### src/rtl/hs_pkg.sv
package hs_pkg;
  // Action chosen by one handshake evaluation
  typedef enum logic [2:0] {
    HS_NONE  = 3'd0,
    HS_STORE = 3'd1,
    HS_FEED  = 3'd2,
    HS_ATTN  = 3'd3,
    HS_CLOSE = 3'd4,
    HS_IDLE  = 3'd5
  } hs_act_t;

  // Host-driven handshake lines, both active low
  typedef struct packed {
    logic tip;
    logic ack;
  } hs_lines_t;
endpackage

### src/rtl/hs_byte_buf.sv
module hs_byte_buf #(
  parameter int DEPTH = 16,
  localparam int AW = $clog2(DEPTH)
) (
  input  logic          clk,
  input  logic          wr_en,
  input  logic [AW-1:0] wr_addr,
  input  logic [7:0]    wr_data,
  input  logic [AW-1:0] rd_addr,
  output logic [7:0]    rd_data
);
  logic [7:0] mem [DEPTH];

  always_ff @(posedge clk) begin
    if (wr_en) begin
      mem[wr_addr] <= wr_data;
    end
  end

  assign rd_data = mem[rd_addr];
endmodule

### src/rtl/hs_ctrl.sv
module hs_ctrl
  import hs_pkg::*;
#(
  parameter int OUT_DEPTH = 16,
  parameter int IN_DEPTH  = 128,
  localparam int OAW = $clog2(OUT_DEPTH),
  localparam int IAW = $clog2(IN_DEPTH),
  localparam int OCW = $clog2(OUT_DEPTH + 1),
  localparam int ICW = $clog2(IN_DEPTH + 1)
) (
  input  logic           clk,
  input  logic           rst_n,
  input  logic           ctl_wr,
  input  logic           ctl_tip,
  input  logic           ctl_ack,
  input  logic           dir_wr,
  input  logic           dir_send,
  input  logic           sr_wr,
  input  logic [7:0]     sr_wdata,
  input  logic           sr_clr,
  input  logic           rpl_go,
  input  logic [ICW-1:0] rpl_len,
  input  logic [7:0]     ib_rdata,
  output logic [IAW-1:0] ib_raddr,
  output logic           ob_we,
  output logic [OAW-1:0] ob_waddr,
  output logic [7:0]     ob_wdata,
  output logic           req_q,
  output logic [7:0]     sr_q,
  output logic           flag_q,
  output logic           done_q,
  output logic [OCW-1:0] plen_q
);
  hs_lines_t      lines_q, lines_n;
  logic           dir_q, dir_n;
  logic [OCW-1:0] cnt_q, cnt_d;
  logic [ICW-1:0] idx_q, idx_n, idx_d;
  logic [ICW-1:0] len_q, len_n;
  logic           req_d, flag_d, done_d;
  logic [7:0]     sr_d;
  logic [OCW-1:0] plen_d;
  logic           eval, changed, pending, ack_moved;
  hs_act_t        act;

  // Values after this cycle's host writes take effect
  always_comb begin
    lines_n = ctl_wr ? '{tip: ctl_tip, ack: ctl_ack} : lines_q;
    dir_n   = dir_wr ? dir_send : dir_q;
    len_n   = rpl_go ? rpl_len : len_q;
    idx_n   = rpl_go ? '0 : idx_q;
    eval    = ctl_wr | dir_wr | rpl_go;
    changed   = (lines_n.tip != lines_q.tip) | (lines_n.ack != lines_q.ack);
    ack_moved = lines_n.ack != lines_q.ack;
    pending   = idx_n < len_n;
  end

  // Handshake decision
  always_comb begin
    act = HS_NONE;
    if (eval) begin
      if (!lines_n.tip) begin
        if (dir_n) begin
          if (changed && (cnt_q < OCW'(OUT_DEPTH))) act = HS_STORE;
        end else if (changed && pending) begin
          act = HS_FEED;
        end
      end else if (lines_q.tip && ack_moved) begin
        act = HS_ATTN;
      end else if (!lines_q.tip) begin
        act = HS_CLOSE;
      end else begin
        act = HS_IDLE;
      end
    end
  end

  assign ib_raddr = idx_n[IAW-1:0];
  assign ob_waddr = cnt_q[OAW-1:0];
  assign ob_wdata = sr_q;
  assign ob_we    = (act == HS_STORE);

  // Next-state
  always_comb begin
    cnt_d  = cnt_q;
    idx_d  = idx_n;
    req_d  = req_q;
    sr_d   = sr_wr ? sr_wdata : sr_q;
    flag_d = sr_clr ? 1'b0 : flag_q;
    done_d = 1'b0;
    plen_d = plen_q;
    unique case (act)
      HS_STORE: begin
        cnt_d  = cnt_q + OCW'(1);
        flag_d = 1'b1;
      end
      HS_FEED: begin
        sr_d   = ib_rdata;
        idx_d  = idx_n + ICW'(1);
        if ((idx_n + ICW'(1)) >= len_n) req_d = 1'b1;
        flag_d = 1'b1;
      end
      HS_ATTN: begin
        req_d  = lines_n.ack;
        flag_d = 1'b1;
      end
      HS_CLOSE: begin
        flag_d = 1'b1;
        if (cnt_q != '0) begin
          done_d = 1'b1;
          plen_d = cnt_q;
        end
        cnt_d = '0;
        if (pending) req_d = 1'b0;
      end
      HS_IDLE: begin
        if (pending) req_d = 1'b0;
      end
      default: ;
    endcase
    if (rpl_go) flag_d = 1'b1;
  end

  // Registers
  always_ff @(posedge clk or negedge rst_n) begin
    if (!rst_n) begin
      lines_q <= '{tip: 1'b1, ack: 1'b1};
      dir_q   <= 1'b0;
      cnt_q   <= '0;
      idx_q   <= '0;
      len_q   <= '0;
      req_q   <= 1'b1;
      sr_q    <= '0;
      flag_q  <= 1'b0;
      done_q  <= 1'b0;
      plen_q  <= '0;
    end else begin
      lines_q <= lines_n;
      dir_q   <= dir_n;
      cnt_q   <= cnt_d;
      idx_q   <= idx_d;
      len_q   <= len_n;
      req_q   <= req_d;
      sr_q    <= sr_d;
      flag_q  <= flag_d;
      done_q  <= done_d;
      plen_q  <= plen_d;
    end
  end


  cnt_bound_chk: assert property (@(posedge clk) disable iff (!rst_n)
    cnt_q <= OCW'(OUT_DEPTH));


  idx_bound_chk: assert property (@(posedge clk) disable iff (!rst_n)
    idx_q <= len_q);


  last_byte_req_chk: assert property (@(posedge clk) disable iff (!rst_n)
    (idx_q != $past(idx_q) && idx_q == len_q && idx_q != '0) |-> req_q);


  close_clears_chk: assert property (@(posedge clk) disable iff (!rst_n)
    done_q |-> (cnt_q == '0 && flag_q && plen_q != '0));


  quiet_req_chk: assert property (@(posedge clk) disable iff (!rst_n)
    !(ctl_wr || dir_wr || rpl_go) |=> $stable(req_q));


  quiet_pos_chk: assert property (@(posedge clk) disable iff (!rst_n)
    !(ctl_wr || dir_wr || rpl_go) |=> ($stable(cnt_q) && $stable(idx_q)));
endmodule

### src/rtl/hs_xfer_engine.sv
module hs_xfer_engine #(
  parameter int OUT_DEPTH = 16,
  parameter int IN_DEPTH  = 128,
  localparam int OAW = $clog2(OUT_DEPTH),
  localparam int IAW = $clog2(IN_DEPTH),
  localparam int OCW = $clog2(OUT_DEPTH + 1),
  localparam int ICW = $clog2(IN_DEPTH + 1)
) (
  input  logic           clk,
  input  logic           rst_n,
  input  logic           ctl_wr,
  input  logic           ctl_tip,
  input  logic           ctl_ack,
  input  logic           dir_wr,
  input  logic           dir_send,
  input  logic           sr_wr,
  input  logic [7:0]     sr_wdata,
  input  logic           sr_clr,
  input  logic           rpl_wr,
  input  logic [IAW-1:0] rpl_waddr,
  input  logic [7:0]     rpl_wdata,
  input  logic           rpl_go,
  input  logic [ICW-1:0] rpl_len,
  input  logic [OAW-1:0] pkt_raddr,
  output logic           req_line,
  output logic [7:0]     sr_data,
  output logic           sr_flag,
  output logic           pkt_done,
  output logic [OCW-1:0] pkt_len,
  output logic [7:0]     pkt_rdata
);
  logic           ob_we;
  logic [OAW-1:0] ob_waddr;
  logic [7:0]     ob_wdata;
  logic [IAW-1:0] ib_raddr;
  logic [7:0]     ib_rdata;

  hs_ctrl #(.OUT_DEPTH(OUT_DEPTH), .IN_DEPTH(IN_DEPTH)) u_ctrl (
    .clk(clk), .rst_n(rst_n),
    .ctl_wr(ctl_wr), .ctl_tip(ctl_tip), .ctl_ack(ctl_ack),
    .dir_wr(dir_wr), .dir_send(dir_send),
    .sr_wr(sr_wr), .sr_wdata(sr_wdata), .sr_clr(sr_clr),
    .rpl_go(rpl_go), .rpl_len(rpl_len),
    .ib_rdata(ib_rdata), .ib_raddr(ib_raddr),
    .ob_we(ob_we), .ob_waddr(ob_waddr), .ob_wdata(ob_wdata),
    .req_q(req_line), .sr_q(sr_data), .flag_q(sr_flag),
    .done_q(pkt_done), .plen_q(pkt_len)
  );

  hs_byte_buf #(.DEPTH(OUT_DEPTH)) u_outbuf (
    .clk(clk), .wr_en(ob_we), .wr_addr(ob_waddr), .wr_data(ob_wdata),
    .rd_addr(pkt_raddr), .rd_data(pkt_rdata)
  );

  hs_byte_buf #(.DEPTH(IN_DEPTH)) u_rplbuf (
    .clk(clk), .wr_en(rpl_wr), .wr_addr(rpl_waddr), .wr_data(rpl_wdata),
    .rd_addr(ib_raddr), .rd_data(ib_rdata)
  );
endmodule

### config.mk
export PLATFORM = sky130hd
export DESIGN_NAME = hs_xfer_engine
export DESIGN_NICKNAME = d
export VERILOG_FILES = /design/src/rtl/hs_pkg.sv /design/src/rtl/hs_byte_buf.sv /design/src/rtl/hs_ctrl.sv /design/src/rtl/hs_xfer_engine.sv
export SDC_FILE = /design/constraint.sdc
export NUM_CORES = 2
export LEC_CHECK = 0
export ABC_AREA = 1
export BUFFER_PORTS_ARGS = -buffer_cell sky130_fd_sc_hd__buf_2
export CORE_ASPECT_RATIO = 0.75
export CORE_MARGIN = 4
export CORE_UTILIZATION = 55
export DETAILED_ROUTE_END_ITERATION = 6
export PLACE_DENSITY = 0.76
export SYNTH_ARGS = -nofsm -noshare
export SYNTH_HDL_FRONTEND = slang
export SYNTH_SLANG_ARGS = --single-unit
### constraint.sdc
create_clock -name clk -period 3.7 [get_ports clk]
set_clock_uncertainty 0.05 [all_clocks]
set_input_delay 0.74 -clock clk [delete_from_list [all_inputs] [get_ports clk]]
set_output_delay 0.74 -clock clk [all_outputs]
set_load 0.01 [all_outputs]
**Word-level counts from Yosys, hierarchy flattened**

Memories as Yosys holds them, arrays and structs flattened.
Index checks and enable logic that the tools add are counted.

- Equal/unequal tests: 9
- Bitwise operators: 3
- Reduce and logical (&&, ||, !) cells: 12
- Add/subtract/negate cells: 2
- Magnitude comparators: 3
- Multiplexer cells: 27

Operator list:

| operator | count |
|---|---|
| $mux 8 | 5 |
| $mux 1 | 14 |
| $mux 3 | 4 |
| $pmux 5 s2 | 1 |
| $add 8x1->8 const B | 1 |
| $ge 8x8->1 | 1 |
| $lt 8x8->1 | 1 |
| $eq 3x2->1 const B | 2 |
| $eq 3x3->1 const B | 2 |
| $reduce_bool 3->1 | 2 |
| $add 5x1->5 const B | 1 |
| $lt 5x5->1 const B | 1 |
| $reduce_bool 5->1 | 1 |
| $mux 2 | 2 |
| $ne 2x1->1 const B | 2 |
| $reduce_bool 2->1 | 2 |
| $reduce_or 4->1 | 1 |
| $eq 3x1->1 const B | 1 |
| $logic_and 1x1->1 | 3 |
| $or 1x1->1 | 3 |
| $pmux 1 s3 | 1 |
| $reduce_and 3->1 | 1 |
| $ne 1x1->1 | 2 |
| $reduce_and 2->1 | 1 |
| $reduce_or 2->1 | 1 |

- Register bits after elaboration: 40
- Memories: 2
- Word-level logic and storage cells: 69
- Input port bits: 46
- Bits in writable memories: 1152

Memory list:

| memory | words | width | read ports | clocked after memory_dff | write ports | RTL line | RTL |
|---|---|---|---|---|---|---|---|
| u_rplbuf.mem | 128 | 8 | 1 | 0 | 1 | hs_byte_buf.sv:12 | `logic [7:0] mem [DEPTH];` |
| u_outbuf.mem | 16 | 8 | 1 | 0 | 1 | hs_byte_buf.sv:12 |  |

**Logic depth before layout (Yosys ltp)**

- Word-level depth: 12
- Mapped depth: 20
- Depth with buffers taken out: 17

**Cells and area by module**

From an unflattened synthesis, not the netlist that was laid out.

- Cells, all modules: 4424
- Area total of the unflattened synthesis: 50086.8 µm²

Modules (own cells, without submodules):

| module | instances | seq. area each (µm²) | cells an instance | area an instance (µm²) |
|---|---|---|---|---|
| hs_byte_buf (u_rplbuf) | 1 | 30749.5 | 3567 | 41944.0 |
| hs_byte_buf (u_outbuf) | 1 | 3843.7 | 543 | 5606.6 |
| hs_ctrl | 1 | 1004.7 | 314 | 2536.2 |

**Worst setup path before layout**

No wires, ideal clock.

- Kind: input port to flip-flop
- Start point: in rpl_go
- End point: reg u_ctrl.idx_q[0]
- Path slack: 700 ps
- Stages on the path: 13
- Path buffers: 4
- Arrival: 2825 ps
- Data required time: 3525 ps
- Cells stage by stage: inv_4 > buf_6 > nand2_2 > clkinv_1 > clkbuf_1 > ha_1 > a21oi_1 > nor2_1 > a211oi_1 > nand4_2 > buf_6 > buf_6 > xor2_1

- Cells in the longest elaborated chain, start to end: 9
- Elaborated cells between the ends (all ways): 12
- Classes of those cells: 1 x add/sub; 1 x order compare; 1 x eq/ne; 7 x mux; 1 x bitwise; 1 x reduce/logical

RTL lines:

| element | RTL line | RTL |
|---|---|---|
| from (decl) | hs_xfer_engine.sv:22 | `input logic rpl_go,` |
| $mux 8 (on tied branches) | hs_ctrl.sv:50, hs_ctrl.sv:49 |  |
| $lt 8x8->1 | hs_ctrl.sv:54 | `pending = idx_n < len_n;` |
| $logic_and 1x1->1 | hs_ctrl.sv:64 | `end else if (changed && pending) begin` |
| $mux 2 | hs_ctrl.sv:64 |  |
| $mux 3 | hs_ctrl.sv:62 | `if (dir_n) begin` |
| $mux 3 | hs_ctrl.sv:61 | `if (!lines_n.tip) begin` |
| $mux 3 | hs_ctrl.sv:60 | `if (eval) begin` |
| $eq 3x2->1 | hs_ctrl.sv:91 | `unique case (act)` |
| $mux 8 (*) | hs_ctrl.sv:91 |  |
| named net u_ctrl.idx_d[0] | hs_ctrl.sv:37 | `logic [ICW-1:0] idx_q, idx_n, idx_d;` |
| to (signal assigned) | hs_ctrl.sv:140 | `idx_q <= idx_d;` |
| to (decl) | hs_ctrl.sv:37 |  |

Mark *: on every way through the listed nets, which the timed path passes. The rest lies on a longest branch.
A chain may end at the register's enable or synchronous reset.

**Worst setup path after layout**

- Start point: reg u_ctrl.idx_q[0]
- End point: reg u_ctrl.sr_q[7] (netlist: u_ctrl.ob_wdata[7])

- Cells in the longest elaborated chain, start to end: 9
- Elaborated cells between the ends (all ways): 11
- Classes of those cells: 1 x order compare; 1 x eq/ne; 6 x mux; 2 x reduce/logical; 1 x memory

RTL lines:

| element | RTL line | RTL |
|---|---|---|
| $mux 8 (*) | hs_ctrl.sv:50 | `idx_n = rpl_go ? '0 : idx_q;` |
| $lt 8x8->1 | hs_ctrl.sv:54 |  |
| $logic_and 1x1->1 | hs_ctrl.sv:64 |  |
| $mux 2 | hs_ctrl.sv:64 |  |
| $mux 3 | hs_ctrl.sv:62 |  |
| $mux 3 | hs_ctrl.sv:61 |  |
| $mux 3 | hs_ctrl.sv:60 |  |
| $eq 3x2->1 | hs_ctrl.sv:91 |  |
| $mux 8 or $reduce_bool 2->1 (tied branches) | -- |  |
| to (signal assigned) | hs_ctrl.sv:143 | `sr_q <= sr_d;` |
| to (decl) | hs_ctrl.sv:29 | `output logic [7:0] sr_q,` |

Mark *: on every way between the ends. The rest lies on a longest branch, timed or not.

==> results.yml <==
critical_path:
  crit_type: "reg2reg"
  required_ns: 4.23
  cp_slowest_cell: "dfrtp_2"
  cp_common_cell: "nand3_1"
  arrival_ns: 3.69
  cpPeakStageDelay_ns: 0.76
  critPathLaunchType: "flop"
  crit_fanout: 61
  worstPathCellList: "inv_2 -> nor2_4 -> buf_12 -> buf_12 -> nand2_1 -> nand3_1 -> nand3_1 -> nand3_1 -> nand3_1 -> nand3_1 -> nand3_1 -> nand3_1 -> a21oi_1"
  worst_setup_path_end_kind: "flop"
  critPathBufInv: 3
  critPathTopFamily: "simple AND/OR/NAND/NOR gates"
routing:
  via_per_inst: 5.72
  route.final.wire_length_mm: 135
  drtIter0Drc: 5247
  post-route-drc-count: 1
  vias: 36200
  dr.pass1.iters: 7
  ant_nets: 0
  wire_per_inst_um: 21.4
power_and_ir_drop:
  power_density_nw_per_um2: 493
  ir_worst_vdd_uv: 437
  totalPowerFinal_mw: 28.3
  p_leak_nw: 23.5
logic_synthesis:
  syn-num-nets: 5009
  syn_avg_cell_area_um2: 10.6
  yosysUniqueCellTypes: 38
  synthAdderAreaFrac_pct: 0.479
  synth_top_area_share_pct: 66.3
  synthTopCellsByArea: "edfxtp_1, nand3_1, nand2_1, inv_1, nor2_1"
  ys_async_sr_fraction_pct: 3.36
  synth_edf_count: 1152
  synth_area_um2: 52200
  synth-seq-cells: 1192
  yosys_warnings: 0
  synth_xor_area_share_pct: 0.134
  synth_compound_area_share_pct: 2.09
  synth_top_cell_by_area: "edfxtp_1"
  yosysSeqAreaShare_pct: 68.2
  synth_top_family_by_area: "simple AND/OR/NAND/NOR gates"
  yosys_most_used_dff: "edfxtp_1"
  synth_cells: 4943
  synth-simple-area-share_pct: 20.0
  muxShareOfSynthArea_pct: 0.614
clock_network:
  cts_buffer_depth: 3
  clock_tree.root_cell: "clkbuf_16"
  cts_hold_buf: 0
  insertion_delay_ns: 0.70
  ctsResizeCount: 0
  tritoncts: "yes"
  cts_buffers: 107
  cts.sinks: 1192
  postCtsSetupRepairBufs: 0
  htreeDepth: 3
  path_clk_slew_ns: 0.06
floorplan:
  ios: 70
  initial_core_util_pct: 55.6
  die_y_um: 275
  coreArea_um2: 93800
  rows: 97
  floorplan.die.width_um: 364
  die_area_um2: 99900
cells_and_area:
  fin_util_pct: 61.3
  seqCellArea_um2: 35600
  nets: 5067
  mostFrequentLayoutCells: "edfxtp_1, nand2_1, nand3_1"
  drive_above_1_share_pct: 8.46
  area_growth_pct: 10.2
  stdcell_area_um2: 57500
  fillers: 7170
  multi_input_area_um2: 12200
  layout_commonest_cell: "edfxtp_1"
  finalNonFillerCells: 6324
sta:
  min_period_over_period_pct: 85.6
  relSlewSlack_pct: 32.2
  setup_tns_ns: 0
  rsz0062_at_grt: "no"
  fin_crit_ns: 3.17
  max_freq_ghz: 0.316
  tightestPinTransition_ns: 1.02
  setup_viol: 0
  slew_violations: 0
  hold_viol_final: 0
worst_hold_path:
  hold_path_class: "in2async"
grt:
  grt_use_met3_pct: 7.76
  antenna_found_initial: 4
  grt_max_degree: 119
  use_met1_pct: 38.2
  grt_pass1_vias: 33800
  busiest_layer: "met2"
  gr-total-overflow: 0
  grt_use_total_pct: 26.8
  met2_usage_pct: 39.9
  grt_pass1_wl_mm: 203
run_status:
  status: "finished, violations left"
  violations: "design-rule violations"
flow_run:
  maxCapViolCount: 0
placed_design:
  placedCellCount: 6129
  gp_congestion: 0.936
  numPortBuffers: 69
  dpl_cell_area_um2: 54200
  dp_hpwl_mm: 81.8
## area by class of cell
type,count,share of cell area (%)
flip-flops and latches,1192,61.9
multi-input cells,2663,21.2
inverters,826,5.40
clock buffers,135,4.99
repair buffers,211,3.10
well taps,1237,2.69
clock inverters,57,0.720
diodes,3,0.0131
## per-layer routing
metal	up-vias	part of all wire, %	routed length (um)
li1	16500	-	-
met1	17100	39	53500
met2	2333	43	58800
met3	326	14	18400
met4	0	3.6	4830
met5	-	0	0
## per-stage QoR
step,hold slack [ns],setup slack [ns]
6_report,0.175,0.532
5_1_grt,0.210,0.460
4_1_cts,0.156,0.596
3_5_place_dp,0.421,0.174
3_3_place_gp,0.414,0.211
2_1_floorplan,0.394,0.700
## cells by family (layout without fill, tap and decap cells)
| group | Yosys count | in the layout |
|---|---|---|
| compound gates | 194 | 194 |
| mux | 32 | 32 |
| buf+inv | 1088 | 1229 |
| other cells | 0 | 3 |
| xor+xnor | 8 | 8 |
| simple gates | 2409 | 2409 |
| fa+ha+maj | 20 | 20 |
| flops | 1192 | 1192 |
## report_power, final
part           switching (mW)  internal (mW)  total [mW]
clock network            4.82           5.87        10.7
registers               0.115           15.0        15.1
logic                    1.84          0.682        2.53
## synth_stat cells (2+ instances only)
library cell / instances
nor2_2: 2
dfstp_2: 3
buf_2: 143
xor2_1: 8
nand2_1: 1120
o21ai_1: 6
buf_1: 8
inv_2: 3
a21oi_1: 47
nand3_1: 910
nor3_1: 2
nand2_4: 2
nor2_1: 292
inv_1: 819
buf_4: 18
clkinv_1: 3
dfrtp_1: 37
nor2_4: 3
clkbuf_1: 79
nor4_1: 8
o22ai_1: 2
o2111ai_1: 2
o21ai_0: 94
nand2_2: 3
ha_1: 20
buf_6: 14
or2_2: 54
o211ai_1: 40
mux2i_1: 32
nand4_1: 10
edfxtp_1: 1152
## flip-flops by register name (all words and copies together), names as in the netlist
name,flops
u_ctrl.done_q,1
u_ctrl.req_q,1
u_ctrl.idx_q,8
u_ctrl.plen_q,5
u_ctrl.ob_wdata,8
u_ctrl.dir_q,1
u_rplbuf.mem,1024
u_ctrl.len_q,8
u_ctrl.flag_q,1
u_outbuf.mem,128
u_ctrl.lines_q,2
u_ctrl.cnt_q,5
## final timing paths
check,start,end,slack [ns],cells after the start
max,u_ctrl.idx_q[0],u_ctrl.ob_wdata[7],0.53,13
min,rst_n,u_ctrl.dir_q,0.18,1
max reg2reg,u_ctrl.idx_q[0],u_ctrl.ob_wdata[7],0.53,13
min reg2reg,u_ctrl.plen_q[1],u_ctrl.plen_q[1],0.43,2
max in group asynchronous,rst_n,u_ctrl.idx_q[0],2.74,1
min in group clk,sr_clr,u_ctrl.flag_q,0.25,2
## worst register-to-register path: stages (launching register included)
cell and delay [ns]:
dfrtp_2 0.76, inv_2 0.13, nor2_4 0.21, buf_12 0.25
buf_12 0.31, nand2_1 0.14, nand3_1 0.11, nand3_1 0.11
nand3_1 0.15, nand3_1 0.16, nand3_1 0.19, nand3_1 0.24
nand3_1 0.15, a21oi_1 0.07
Note: power is estimated with default switching activity, not from simulation.
